==> src/rtl/sram_async_ctrl.sv <==
module sram_async_ctrl #(
  parameter int AW     = 17,
  parameter int DW     = 8,
  parameter int CLK_NS = 10,
  parameter int T_AA   = 70,
  parameter int T_ACE  = 70,
  parameter int T_AOE  = 35,
  parameter int T_RC   = 70,
  parameter int T_WC   = 70,
  parameter int T_WPW  = 55,
  parameter int T_DSU  = 30,
  parameter int T_WAH  = 5,
  parameter int T_CAH  = 15
) (
  input  logic          clk,
  input  logic          rst_n,
  input  logic          protect,
  input  logic          req_valid,
  output logic          req_ready,
  input  logic          req_write,
  input  logic [AW-1:0] req_addr,
  input  logic [DW-1:0] req_wdata,
  output logic          rsp_valid,
  output logic [DW-1:0] rsp_rdata,
  output logic [AW-1:0] mem_addr,
  output logic          mem_ce_n,
  output logic          mem_oe_n,
  output logic          mem_we_n,
  output logic [DW-1:0] mem_dq_o,
  output logic          mem_dq_oe,
  input  logic [DW-1:0] mem_dq_i
);

  function automatic int cyc(input int ns);
    return (ns + CLK_NS - 1) / CLK_NS;
  endfunction

  function automatic int imax(input int a, input int b);
    return (a > b) ? a : b;
  endfunction

  localparam int ACC_NS = imax(T_AA, imax(T_ACE, T_AOE));
  localparam int GAP_C  = imax(1, cyc(T_CAH));
  localparam int HOLD_C = imax(1, cyc(T_WAH));
  localparam int RD_C   = imax(cyc(ACC_NS), cyc(T_RC) - GAP_C);
  localparam int WP_C   = imax(imax(cyc(T_WPW), cyc(T_DSU)), cyc(T_WC) - 1 - HOLD_C - GAP_C);
  localparam int MAX_C  = imax(imax(RD_C, WP_C), imax(GAP_C, HOLD_C));
  localparam int CW     = $clog2(MAX_C + 1);

  typedef enum logic [2:0] {S_IDLE, S_READ, S_WSET, S_WPUL, S_WHLD, S_GAP} st_t;

  st_t           st;
  logic [CW-1:0] cnt;
  logic [AW-1:0] addr_q;
  logic [DW-1:0] wdata_q;
  logic [DW-1:0] rdata_q;
  logic          rsp_q;
  logic          ce_on;
  logic          accept;
  logic          done;

  assign req_ready = (st == S_IDLE) && !protect;
  assign accept    = req_valid && req_ready;
  assign done      = (cnt == '0);
  assign ce_on     = (st == S_READ) || (st == S_WSET) || (st == S_WPUL) || (st == S_WHLD);

  assign mem_addr  = addr_q;
  assign mem_dq_o  = wdata_q;
  assign mem_ce_n  = !ce_on || protect;
  assign mem_oe_n  = (st != S_READ) || protect;
  assign mem_we_n  = (st != S_WPUL) || protect;
  assign mem_dq_oe = (st == S_WPUL) && !protect;
  assign rsp_valid = rsp_q;
  assign rsp_rdata = rdata_q;

  always_ff @(posedge clk or negedge rst_n) begin
    if (!rst_n) begin
      st      <= S_IDLE;
      cnt     <= '0;
      addr_q  <= '0;
      wdata_q <= '0;
      rdata_q <= '0;
      rsp_q   <= 1'b0;
    end else begin
      rsp_q <= 1'b0;
      if (!done) cnt <= cnt - 1'b1;
      unique case (st)
        S_IDLE: if (accept) begin
          addr_q  <= req_addr;
          wdata_q <= req_wdata;
          if (req_write) begin
            st  <= S_WSET;
            cnt <= '0;
          end else begin
            st  <= S_READ;
            cnt <= CW'(RD_C - 1);
          end
        end
        S_READ: if (done) begin
          rdata_q <= mem_dq_i;
          rsp_q   <= 1'b1;
          st      <= S_GAP;
          cnt     <= CW'(GAP_C - 1);
        end
        S_WSET: begin
          st  <= S_WPUL;
          cnt <= CW'(WP_C - 1);
        end
        S_WPUL: if (done) begin
          st  <= S_WHLD;
          cnt <= CW'(HOLD_C - 1);
        end
        S_WHLD: if (done) begin
          st  <= S_GAP;
          cnt <= CW'(GAP_C - 1);
        end
        S_GAP: if (done) st <= S_IDLE;
        default: st <= S_IDLE;
      endcase
    end
  end

  AST_OE_HIGH_IN_WRITE: assert property (@(posedge clk) disable iff (!rst_n)
    !mem_we_n |-> mem_oe_n);

  AST_DRIVE_IN_PULSE: assert property (@(posedge clk) disable iff (!rst_n)
    mem_dq_oe |-> (!mem_we_n && !mem_ce_n));

  AST_ADDR_STABLE: assert property (@(posedge clk) disable iff (!rst_n)
    (!mem_ce_n && $past(!mem_ce_n)) |-> $stable(mem_addr));

  AST_RSP_AFTER_READ: assert property (@(posedge clk) disable iff (!rst_n)
    rsp_valid |-> ($past(st) == S_READ));

  AST_PROTECT_QUIET: assert property (@(posedge clk) disable iff (!rst_n)
    protect |-> (mem_ce_n && mem_oe_n && mem_we_n && !mem_dq_oe && !req_ready));

  AST_SINGLE_RSP: assert property (@(posedge clk) disable iff (!rst_n)
    rsp_valid |=> !rsp_valid);

endmodule

==> config.mk <==
export PLATFORM = sky130hd
export DESIGN_NAME = sram_async_ctrl
export DESIGN_NICKNAME = d
export VERILOG_FILES = /design/src/rtl/sram_async_ctrl.sv
export SDC_FILE = /design/constraint.sdc
export NUM_CORES = 1
export LEC_CHECK = 0
export ABC_AREA = 1
export ABC_CLOCK_PERIOD_IN_PS = 1820
export CAP_MARGIN = 20
export CORE_MARGIN = 1
export CORE_UTILIZATION = 42
export DETAILED_ROUTE_END_ITERATION = 6
export PLACE_DENSITY = 0.79
export SETUP_SLACK_MARGIN = 0.15
export SLEW_MARGIN = 20
export SYNTH_ARGS = -nofsm -noshare
export SYNTH_HDL_FRONTEND = slang
export SYNTH_SLANG_ARGS = --single-unit
==> constraint.sdc <==
create_clock -name clk -period 1.82 [get_ports clk]
set_clock_uncertainty 0.1 [all_clocks]
set_input_delay 0.273 -clock clk [delete_from_list [all_inputs] [get_ports clk]]
set_output_delay 0.273 -clock clk [all_outputs]
set_load 0.03 [all_outputs]
==> out/metrics.cfg <==
[clocking]
root_buffer=clkbuf_8
clk_latency_ps=280
cts_made_buffers=5
cts_num_sinks=40
clock_path_buffers=2
cts_tree=built
clk_pin_slew_ps=70
cts_max_level=2

[grt]
globalRoute.busiestLayer=met2
grtUsageMet3_pct=4.50
maximum_number_of_pins_on_one_net_before_global_route_repair=41
antenna_found_initial=0
grt_util_all_layers_pct=18.4
global_route.usage.met1_pct=25.4
grt_pass1_vias=1428
grt.met2_usage_pct=27.9
grt_pass1_wl_um=6310
grt_overflow=0

[pwr]
switching_power_as_a_share_of_total_power_pct=46.1
powerDensity_nw_per_um2=1730
vdd_drop_max_mv=0.886
total_leakage_power_nw=1.56
comb_power_share_pct=55.3
seq_power_share_pct=32.2
clkPwrFrac_pct=12.5
p_switching_w=0.00223
cell_internal_pwr_w=0.00261

[layout]
final_nets=359
layout.area.seq_um2=1000
multi_input_comb_area_um2=723
antenna-diode-count=0
areaGrowthSynthToFinish_pct=52.3
filler_cell_count=353
layout-drive-gt1-share_pct=15.4

[sta]
rsz0062_at_grt=yes
fin_crit_sh_pct=91.3
tightest_slew_ps=487
final_critical_path_setup_slack_ps=158
post-route-min-period_ps=1660
totalNegativeSetupSlack_ps=0
fmaxAchievable_ghz=0.602
timing.final.setup_violations=0
maxSlewHeadroom_pct=67.5
maxSlewViolCount=0
timing.final.hold_violations=0

[floorplanning]
fp-row-count=23
top_level_port_count=77
die-height_um=68.1
initial_utilization_pct=44.9
dieWidth_um=68.1
core_region_area_um2=4090
die_area_um2=4640

[routing]
drt_drc_violations_left=0
wl_per_cell_um=11.3
ant_nets=0
firstDrtPassIters=5
post_drt_via_cell_ratio=4.55
vias=1674
routed_wirelength_um=4150
initialDrtViolationCount=102

[logic_synthesis]
async_reset_ff_share_pct=100
syn_avg_cell_area_um2=8.12
post_synthesis_compound_gate_area_fraction_pct=2.32
synthesis.yosys.warnings=0
most_common_cell_in_the_synthesized_netlist=nand2_1
synth_cell_types=19
post_synth_xor_area_fraction_pct=0
synthMuxAreaShare_pct=0
synth-simple-area-share_pct=32.8
yosys.area_share.adder_pct=2.73
largest_family_of_logic_cells_by_synthesized_area=simple AND/OR/NAND/NOR gates
number_of_standard_cells_after_synthesis=226
ys_seq_area_share_pct=54.6
dominantRegCellSynth=dfrtp_1
yosys.area.top_type_share_pct=54.6
synth_nets=268
post_synth_most_frequent_cells=nand2_1 (123), dfrtp_1 (40), inv_1 (17)
number_of_flops_mapped_to_enable_cells_by_yosys=0
synthesis.area_um2=1830
ys_ff_latch=40
synth_top_area_cell=dfrtp_1
synth.top_cells.by_area=dfrtp_1 (55%), nand2_1 (25%), inv_1 (3.5%)

[worst_setup_path]
critPathKind=register to primary output
timing.critical_path.arrival_ps=1290
end_kind=primary output
max_fo_critical_path=4
required_ps=1450
startpoint_type_of_the_worst_setup_path=register

[job]
max-cap-violations=0

[place]
placed_wire_length_estimate_um=2960
dp_worst_setup_slack_ps=92.8
last_weighted_congestion_value_of_the_routability_driven_placer=0.817
placement.io_buffers=76

[min_path]
hold_path_class=register to register

[outcome]
status=finished clean

stage by stage:
stage                     instance area [um2]  utilization (%)  cells  hold slack [ps]  total power [W]
after global routing                     2790             68.3    368              391          0.00520
after floorplan                          1830                -    226             -123          0.00326
after detailed placement                 2620             64.1    351              254          0.00430
after CTS                                2750             67.2    366              380          0.00479
final                                    2790             68.3    368              376          0.00484
after global placement                   2620             64.1    351              258          0.00425
worst paths after layout:
kind / start / endpoint / slack, ps / cells after the start
min in group asynchronous: rst_n / mem_dq_o[7] / 460 / 3
setup / recovery: st[2] / req_ready / 160 / 6
hold / removal: mem_dq_o[4] / mem_dq_o[4] / 380 / 2
setup reg to reg: st[1] / mem_addr[15] / 260 / 6
hold reg to reg: mem_dq_o[4] / mem_dq_o[4] / 380 / 2
max in group asynchronous: rst_n / st[2] / 800 / 3
area by class of cell:
| class | count | area share, % |
|---|---|---|
| inverter | 21 | 3.09 |
| clock buffer | 6 | 2.96 |
| clock inverter | 2 | 0.493 |
| sequential | 40 | 36.0 |
| multi-input combinational | 159 | 25.9 |
| timing repair buffer | 90 | 29.3 |
| tap | 50 | 2.24 |
cells by family after synthesis:
group                    count (synthesis)
flip-flops                              40
buffers and inverters                   27
AND/OR/NAND/NOR                        148
adder cells (fa/ha/maj)                  4
AO/OA/AOI/OAI                            7
metal layers:
metal	routed length (um)	share of wire, %
met5	0	0
met4	65	1.6
met1	1870	45
met3	207	5.0
met2	2010	48
power by group through the flow:
| stage | clock network, W | logic [W] | registers (W) |
|---|---|---|---|
| finish | 0.000606 | 0.00268 | 0.00156 |
| detailed placement | 0 | 0.00272 | 0.00158 |
| CTS | 0.000625 | 0.00262 | 0.00155 |
| global placement | 0 | 0.00267 | 0.00158 |
| global route | 0.000662 | 0.00293 | 0.00161 |
| floorplan | 0 | 0.00102 | 0.00223 |
sequential cells by signal, summed over array words and instances (netlist names):
register / count
rsp_valid: 1
st: 3
mem_dq_o: 8
cnt: 3
rsp_rdata: 8
mem_addr: 17
cell usage in the layout, fill, tap and decap left out, types with 2 or more instances in the layout:
master / count
dlygate4sd2_1: 34
o21ai_0: 3
clkbuf_8: 6
inv_2: 4
dfrtp_2: 3
inv_1: 14
nand3_2: 2
buf_6: 3
nand2_1: 122
clkdlybuf4s50_1: 36
buf_4: 15
nand2_2: 3
ha_1: 4
dfrtp_1: 37
nand3_1: 7
nor2_2: 3
inv_4: 3
nor2_1: 6
nand2_4: 2
critical path, stage by stage (launching register included):
cell and delay [ps]:
dfrtp_2 450, inv_4 100, nand2_4 70, nor2_4 100, inv_2 50, nor2_2 110, buf_6 140
what timing repair did:
| action | CTS | global route |
|---|---|---|
| hold endpoints to repair | 40 | 0 |
| pin swaps | 1 | 3 |
| endpoints found under the setup margin | 39 | 30 |
| gates resized for setup | 43 | 12 |
| setup buffers | 6 | 2 |
| hold buffers | 1 | 0 |
Power figures use the tool's default switching activity.
